--- src/rtl/dtb_pkg.sv ---
package dtb_pkg;

    localparam int SZ_BITS = 2;

    // page-size codes; each step multiplies the page by eight
    typedef enum logic [SZ_BITS-1:0] {
        PG_8K   = 2'd0,
        PG_64K  = 2'd1,
        PG_512K = 2'd2,
        PG_4M   = 2'd3
    } pgsz_e;

endpackage

--- src/rtl/dtb_match.sv ---
module dtb_match #(
    parameter int TAG_W = 30,
    parameter int STEP  = 3
) (
    input  logic              vld,
    input  logic [TAG_W-1:0]  tag,
    input  dtb_pkg::pgsz_e    size,
    input  logic [TAG_W-1:0]  va_tag,
    output logic              match
);
    logic [TAG_W-1:0] keep;

    always_comb begin
        keep = '1;
        for (int k = 0; k < TAG_W; k++) begin
            if (k < STEP * int'(size)) keep[k] = 1'b0;
        end
    end

    assign match = vld && (((tag ^ va_tag) & keep) == '0);
endmodule

--- src/rtl/dtb_pick.sv ---
module dtb_pick #(
    parameter int N = 32,
    localparam int IDX_W = $clog2(N)
) (
    input  logic [N-1:0]     match,
    output logic             any,
    output logic [IDX_W-1:0] idx
);
    always_comb begin
        idx = '0;
        for (int i = N - 1; i >= 0; i--) begin
            if (match[i]) idx = IDX_W'(i);
        end
    end

    assign any = |match;
endmodule

--- src/rtl/dtb_splice.sv ---
module dtb_splice #(
    parameter int PFN_W = 21,
    parameter int STEP  = 3
) (
    input  logic [PFN_W-1:0] pfn,
    input  dtb_pkg::pgsz_e   size,
    input  logic [PFN_W-1:0] va_bits,
    output logic [PFN_W-1:0] frame
);
    logic [PFN_W-1:0] pass;

    always_comb begin
        pass = '0;
        for (int k = 0; k < PFN_W; k++) begin
            if (k < STEP * int'(size)) pass[k] = 1'b1;
        end
        frame = (pfn & ~pass) | (va_bits & pass);
    end
endmodule

--- src/rtl/dtb_xlate.sv ---
module dtb_xlate #(
    parameter int NUM_ENT = 32,
    parameter int VA_W    = 64,
    parameter int VA_IMPL = 43,
    parameter int PA_W    = 34,
    parameter int OFF_W   = 13,
    parameter int STEP    = 3,
    localparam int TAG_W  = VA_IMPL - OFF_W,
    localparam int PFN_W  = PA_W - OFF_W,
    localparam int PTR_W  = $clog2(NUM_ENT)
) (
    input  logic              clk,
    input  logic              rst_n,
    input  logic              lk_valid,
    input  logic [VA_W-1:0]   lk_va,
    input  logic              lk_store,
    output logic              lk_hit,
    output logic              lk_miss,
    output logic              lk_fault,
    output logic              lk_acv,
    output logic [PA_W-1:0]   lk_pa,
    input  logic              fill_en,
    input  logic [TAG_W-1:0]  fill_vtag,
    input  logic [PFN_W-1:0]  fill_pfn,
    input  logic [1:0]        fill_size,
    input  logic              fill_rd,
    input  logic              fill_wr,
    input  logic              inv_all
);
    import dtb_pkg::*;

    typedef struct packed {
        logic             vld;
        logic [TAG_W-1:0] tag;
        logic [PFN_W-1:0] pfn;
        pgsz_e            size;
        logic             rd;
        logic             wr;
    } entry_t;

    typedef struct packed {
        entry_t [NUM_ENT-1:0] ent;
        logic [PTR_W-1:0]     ptr;
        logic                 hit;
        logic                 miss;
        logic                 fault;
        logic                 acv;
        logic [PA_W-1:0]      pa;
    } state_t;

    state_t st_d, st_q;

    logic [NUM_ENT-1:0] hit_vec;
    logic               any_hit;
    logic [PTR_W-1:0]   win_idx;
    entry_t             win;
    logic [PFN_W-1:0]   frame;
    logic               canon;
    logic               perm_ok;

    // upper bits must replicate the top implemented bit
    assign canon = (&lk_va[VA_W-1:VA_IMPL-1]) | ~(|lk_va[VA_W-1:VA_IMPL-1]);

    for (genvar g = 0; g < NUM_ENT; g++) begin : g_cmp
        dtb_match #(.TAG_W(TAG_W), .STEP(STEP)) u_match (
            .vld    (st_q.ent[g].vld),
            .tag    (st_q.ent[g].tag),
            .size   (st_q.ent[g].size),
            .va_tag (lk_va[VA_IMPL-1:OFF_W]),
            .match  (hit_vec[g])
        );
    end

    dtb_pick #(.N(NUM_ENT)) u_pick (
        .match (hit_vec),
        .any   (any_hit),
        .idx   (win_idx)
    );

    assign win     = st_q.ent[win_idx];
    assign perm_ok = lk_store ? win.wr : win.rd;

    dtb_splice #(.PFN_W(PFN_W), .STEP(STEP)) u_splice (
        .pfn     (win.pfn),
        .size    (win.size),
        .va_bits (lk_va[PA_W-1:OFF_W]),
        .frame   (frame)
    );

    always_comb begin
        st_d       = st_q;
        st_d.hit   = 1'b0;
        st_d.miss  = 1'b0;
        st_d.fault = 1'b0;
        st_d.acv   = 1'b0;
        st_d.pa    = '0;

        if (lk_valid) begin
            if (!canon) begin
                st_d.fault = 1'b1;
            end else if (!any_hit) begin
                st_d.miss = 1'b1;
            end else if (!perm_ok) begin
                st_d.acv = 1'b1;
            end else begin
                st_d.hit = 1'b1;
                st_d.pa  = {frame, lk_va[OFF_W-1:0]};
            end
        end

        if (inv_all) begin
            for (int i = 0; i < NUM_ENT; i++) st_d.ent[i].vld = 1'b0;
            st_d.ptr = '0;
        end else if (fill_en) begin
            st_d.ent[st_q.ptr].vld  = 1'b1;
            st_d.ent[st_q.ptr].tag  = fill_vtag;
            st_d.ent[st_q.ptr].pfn  = fill_pfn;
            st_d.ent[st_q.ptr].size = pgsz_e'(fill_size);
            st_d.ent[st_q.ptr].rd   = fill_rd;
            st_d.ent[st_q.ptr].wr   = fill_wr;
            st_d.ptr = (st_q.ptr == PTR_W'(NUM_ENT - 1)) ? '0 : st_q.ptr + 1'b1;
        end
    end

    always_ff @(posedge clk) begin
        if (!rst_n) st_q <= '0;
        else        st_q <= st_d;
    end

    assign lk_hit   = st_q.hit;
    assign lk_miss  = st_q.miss;
    assign lk_fault = st_q.fault;
    assign lk_acv   = st_q.acv;
    assign lk_pa    = st_q.pa;
endmodule

--- config.mk ---
export PLATFORM = sky130hd
export DESIGN_NAME = dtb_xlate
export DESIGN_NICKNAME = d
export VERILOG_FILES = /design/src/rtl/dtb_pkg.sv /design/src/rtl/dtb_match.sv /design/src/rtl/dtb_pick.sv /design/src/rtl/dtb_splice.sv /design/src/rtl/dtb_xlate.sv
export SDC_FILE = /design/constraint.sdc
export NUM_CORES = 2
export LEC_CHECK = 0
export ABC_AREA = 1
export BUFFER_PORTS_ARGS = -buffer_cell sky130_fd_sc_hd__buf_2
export CELL_PAD_IN_SITES_DETAIL_PLACEMENT = 1
export CELL_PAD_IN_SITES_GLOBAL_PLACEMENT = 1
export CORE_ASPECT_RATIO = 0.8
export CORE_MARGIN = 2
export CORE_UTILIZATION = 40
export CTS_CLUSTER_SIZE = 30
export DETAILED_ROUTE_END_ITERATION = 10
export GPL_TIMING_DRIVEN = 1
export PLACE_DENSITY_LB_ADDON = 0.1
export SYNTH_ARGS = -nofsm -noshare
export SYNTH_HDL_FRONTEND = slang
export SYNTH_SLANG_ARGS = --single-unit
--- constraint.sdc ---
create_clock -name clk -period 6.5 [get_ports clk]
set_input_delay 1.3 -clock clk [delete_from_list [all_inputs] [get_ports clk]]
set_output_delay 1.3 -clock clk [all_outputs]
set_load 0.1 [all_outputs]
## Yosys cells after proc, flatten, opt, wreduce, memory -nomap -nowiden

Cells that the tools add are included.

| word-level totals | value |
|---|---|
| register bits after elaboration | 1,835 |
| bits of input ports | 125 |
| output and inout bits | 38 |
| word-level logic and storage cells | 2,402 |

| operators by class | value |
|---|---|
| add/sub/neg operators | 1 |
| multipliers | 33 |
| order comparisons | 984 |
| equality and inequality tests | 1 |
| mux-type cells | 1,039 |
| bitwise operators | 72 |
| reductions and logical operators | 74 |

Operators with widths:

| kind | count |
|---|---|
| < comparator 6 x 32 -> 1 bit (first input constant) | 453 |
| bitwise mux 1792 bit | 6 |
| < comparator 5 x 32 -> 1 bit (first input constant) | 264 |
| < comparator 4 x 32 -> 1 bit (first input constant) | 132 |
| < comparator 3 x 32 -> 1 bit (first input constant) | 66 |
| demux 56 bit (select 5 bit) | 6 |
| < comparator 2 x 32 -> 1 bit (first input constant) | 33 |
| 2-to-1 mux 1 bit | 987 |
| bitwise AND 30 bit | 32 |
| zero test 30 bit | 32 |
| XOR 30 bit | 32 |
| binary-select mux 56 bit (select 5 bit) | 1 |
| 2-to-1 mux 5 bit | 33 |
| < comparator 1 x 4 -> 1 bit (first input constant) | 33 |
| multiplier 2 x 2 -> 4 bit (first input constant) | 33 |
| 2-to-1 mux 56 bit | 1 |
| 2-to-1 mux 55 bit | 1 |
| 2-to-1 mux 25 bit | 2 |
| bitwise AND 21 bit | 2 |
| logical AND 1 bit | 33 |
| OR reduction 32 bit | 1 |
| AND reduction 22 bit | 1 |
| OR reduction 22 bit | 1 |
| inverter 21 bit | 1 |
| other kinds (14) | 18 |

## Longest topological paths before layout

| depth | value |
|---|---|
| depth after elaboration | 46 |
| mapped depth | 61 |
| depth with buffers taken out | 59 |

## Cells and area by module

Synthesis repeated with hierarchy kept, for this count alone.

| second synthesis, totals | value |
|---|---|
| cells, all modules | 15,821 |
| area total of the unflattened synthesis | 96,700.2 um^2 |

By module, submodules not included:

| module | instances | cells an instance | area each (um^2) | seq. area each (um^2) |
|---|---|---|---|---|
| dtb_xlate | 1 | 9,632 | 70,990.6 | 36,735.2 |
| dtb_match | 32 | 188 | 778.2 | 0.0 |
| dtb_pick | 1 | 107 | 470.5 | 0.0 |
| dtb_splice | 1 | 66 | 335.3 | 0.0 |

## Worst setup path after synthesis

No wires, ideal clock.

| path | value |
|---|---|
| path type | input port to flip-flop |
| start point | input lk_va[20] |
| end point | register st_q, in the netlist lk_pa[25] |
| setup time | 111 ps |
| data arrival time | 5,442 ps |
| data required time | 6,389 ps |
| path slack | 948 ps |
| stages on the path | 41 |
| buffers on the path | 6 |
| cell sequence | clkbuf_1 > buf_4 > buf_2 > xor2_1 > o21ai_0 > nand4_1 > or4_1 > nand2_1 > nand2_1 > nand2_1 > nand2_1 > nand2_1 > nand2_1 > nand2_1 > nand2_1 > nand2_1 > nand2_1 > nand2_1 > (+5 left out) > nand2_4 > buf_6 > buf_6 > buf_2 > o21ai_0 > o22ai_1 > nand2_1 > nand3_1 > nand3_1 > nand2_1 > ha_1 > nand2_1 > inv_1 > nand2_1 > nand3_1 > nand2_1 > inv_1 > nor2_1 |

| between the ends | value |
|---|---|
| longest elaborated chain between the ends | 44 |
| elaborated cells between the ends (all ways) | 172 |
| classes of those cells | mul: 1; order compare: 1; mux: 36; bitwise: 68; reduce/logical: 66 |

RTL lines:

| what | line | source |
|---|---|---|
| start, declared | dtb_xlate.sv:15 | `input logic [VA_W-1:0] lk_va,` |
| XOR 30 bit | dtb_match.sv:20 | `assign match = vld && (((tag ^ va_tag) & keep) == '0);` |
| bitwise AND 30 bit | dtb_match.sv:20 |  |
| zero test 30 bit | dtb_match.sv:20 |  |
| logical AND 1 bit | dtb_match.sv:20 |  |
| 2-to-1 mux 5 bit (32 in a row) | dtb_pick.sv:12 | `if (match[i]) idx = IDX_W'(i);` |
| binary-select mux 56 bit (select 5 bit) | dtb_xlate.sv:80 | `assign win = st_q.ent[win_idx];` |
| 2-to-1 mux 25 bit (implied by the code) | dtb_xlate.sv:80 |  |
| multiplier 2 x 2 -> 4 bit | dtb_splice.sv:15 | `if (k < STEP * int'(size)) pass[k] = 1'b1;` |
| < comparator 5 x 32 -> 1 bit | dtb_splice.sv:15 |  |
| 2-to-1 mux 1 bit | dtb_splice.sv:15 |  |
| inverter 21 bit | dtb_splice.sv:17 | `frame = (pfn & ~pass) \| (va_bits & pass);` |
| bitwise AND 21 bit | dtb_splice.sv:17 |  |
| bitwise OR 21 bit | dtb_splice.sv:17 |  |
| end signal, assigned | dtb_xlate.sv:127 | `else st_q <= st_d;` |
| end, declared | dtb_xlate.sv:51 | `state_t st_d, st_q;` |

Several ways; a longest one is shown, not always the timed one. The select of a mux whose other input is x is not followed.
A chain may end at the register's enable or synchronous reset.

## Worst setup path in the final report

| path | value |
|---|---|
| start point | input lk_va[21] |
| end point | register st_q, in the netlist lk_pa[26] |

Same word-level chain as after synthesis.

==> run metrics <==
1st-pass router iterations 6; width of the die 528.2 µm; post-CTS setup buffer count 0; total gr overflow 0; LEAKAGE about 42 nW; nets 12,860; CTS root buffer clkbuf_16; vias in the first global route slightly above 90,000; RR Startpoint st_q[1446]; CTS tree built; CP dominant cell by count nand2_1; Initial Utilization 40.37%; first-pass GRT wire length 613,600 µm; register area approximately 37,000 µm²; initial antenna violation count 44; CP max FO 29; Hold WC Path Type flop to flop; post-cts gate resize count 0; Synth Cell Area 87,940 µm²; Port Buffers 162; syn nets approximately 13,000; RSZ-0062 raised after global routing false; outcome finished clean; Post-Synthesis Cells 12,620; vias per cell 5.893; max-slew violations 0; DRT iter0 DRCs 10,420; fraction of layout cells with a size suffix above 1 10.19%; CTS clk-pin slew, worst paths 0.07 ns; Synth top area share approximately two fifths; Vias 91,980; top post-synthesis cells by area dfxtp_1 (42%), nor2_1 (13%), o21ai_0 (12%), nand2_1 (5.9%), a21oi_1 (3.5%); peak supply drop 0.0002150 V; Setup CP Type input port to flop; Routed WL per cell around 27 µm; Slew headroom 5.221%; Hold Slack 0.4509 ns; All-Layer GR Usage 36.59%; Critical Path Source Type input port; CP Launch Point lk_va[21]; final std cells w/o fill approximately 16,000; fillcell total 27,320; clk_lat worst skew 0.90 ns; Hold Vio Cnt, Final 0; dominant synthesized flop cell dfxtp_1; Seq/Total Area, Yosys 41.77%; dpl cells 15,220; DRT antenna net count 0; Post-CTS Hold Fix Bufs 0; count of cell types in the netlist 62; Synthesis Warnings 0; Multi-input gate area roughly 44,000 µm²; die area 223,600 µm²; DRC 0; CP Data Required Time 7.32 ns; Synth async-reset ratio 0%; fin crit share 93.72%; # setup viols final 0; number of synthesized flops with an enable pin 0; Inserted Clock Buffers 205; flops & latches, synth 1,835; Detailed Place HPWL 276,200 µm; slowest stage cell, crit path or3_1; Routability Congestion 0.9314; Layout area overhead 14.78%; Max clock buf depth 4; Cell Rows 153; Final Critical Period between 6 and 7 ns; Slew @ Worst Pin 1.422 ns; CTS Sinks ~1,800; final worst setup slack around 0.41 ns; Fmax achieved 0.1642 GHz; die height 423.4 µm; area leader, netlist dfxtp_1; pwr dens 250.5 nW/µm²; I/O pin count 163; syn avg cell area ~7 µm²; Worst Hold Launch st_q[1792]; Core ar. approximately 220,000 µm²; Layout Skew 0.05942 ns; CTS H-tree depth 4; number of max-cap violations 0; Critical Path Sink Type flop; Place WS -0.3308 ns; CP Data Arrival Time 6.91 ns; largest net degree at the start of global routing between 200 and 250; wirelength, routed 423,700 µm; CP peak stage delay 0.57 ns
## worst paths after layout
path	end	slack, ns	cells after the start
setup / recovery	lk_pa[26]	0.41	39
hold / removal	st_q[1792]	0.45	2
setup reg to reg	lk_pa[26]	0.59	51
hold reg to reg	st_q[1792]	0.45	2
## placed cells by master (no fill, tap or decap), types with 93 or more instances in the layout
cell       instances
buf_4            568
o22ai_1          145
nand3_1          606
buf_12            93
nor2_1          2967
ha_1             174
a21oi_1          613
xor2_1           212
inv_1            615
nand2_1         1378
o21ai_0         2153
dfxtp_1         1833
buf_2            160
clkbuf_16        207
xnor2_1          146
## cells in the mapped netlist, drive strengths merged, types with 16 or more instances
cell type  count
xor2         212
buf          407
xnor2        146
nand2       1387
ha           174
a22o          54
nand3        608
dfxtp       1835
o211ai        76
nor2        2996
o31ai         16
o22ai        145
clkbuf       683
nor4          85
nand4         55
a221oi        41
o2111ai       31
a21oi        615
a211oi        25
o21ai       2217
or2           45
inv          662
## kinds of logic (layout without fill, tap and decap cells)
logic type      count (synthesis)  in the layout  share of synthesized area, %
mux                             4              4                       0.04553
xor+xnor                      358            358                         3.566
fa+ha+maj                     174            174                         2.476
other cells                     0             20                             0
compound gates               3284           3284                         20.10
simple gates                 5207           5207                         23.76
buf+inv                      1762           1861                         8.284
flops                        1835           1835                         41.77
## flip-flops by register name, indices dropped and copies added (netlist names)
register / cells
st_q: 1797
lk_pa: 34
lk_acv: 1
lk_fault: 1
lk_hit: 1
lk_miss: 1
## worst max-delay path: cells and delay by family
kind                     cells  cell delay (ns)
AO/OA/AOI/OAI                6             1.33
adder cells (fa/ha/maj)      1             0.26
buffers and inverters        9             1.58
AND/OR/NAND/NOR             23             2.37
## stage by stage
| stage | power, mW | cell area (µm²) | TNS [ns] | util (%) |
|---|---|---|---|---|
| 2_1_floorplan | 12.40 | 87940 | 0 | - |
| 3_3_place_gp | 13.23 | 94020 | -15.50 | 43.16 |
| 3_5_place_dp | 13.26 | 94020 | -8.197 | 43.16 |
| 4_1_cts | 25.30 | 100900 | 0 | 46.31 |
| 5_1_grt | 25.90 | 100900 | 0 | 46.33 |
| 6_report | 25.29 | 100900 | 0 | 46.33 |
## layout make-up
class                           instances  area share [%]
Timing Repair Buffer                  822           6.877
Antenna cell                           20         0.04958
Inverter                              672           2.511
Clock buffer                          312           6.157
Sequential cell                      1835           36.40
Clock inverter                         55          0.6421
Multi-Input combinational cell       9027           43.81
Tap cell                             2867           3.554
## report_power, final
part / switching, mW / internal (mW) / total [mW]
sequential: 0.0354 / 11.3 / 11.3
clock: 5.13 / 7.07 / 12.2
combinational: 1.28 / 0.471 / 1.75
total: 6.45 / 18.8 / 25.3
## per-layer routing
layer | vias up | GRT usage (%) | wire length (µm)
li1 | 41220 | - | -
met1 | 45970 | 51.42 | 187200
met2 | 3955 | 55.66 | 181700
met3 | 832 | 5.682 | 36520
met4 | 12 | 14.82 | 18160
met5 | - | 0 | 91
No activity file was read; power rests on OpenSTA's default activity.
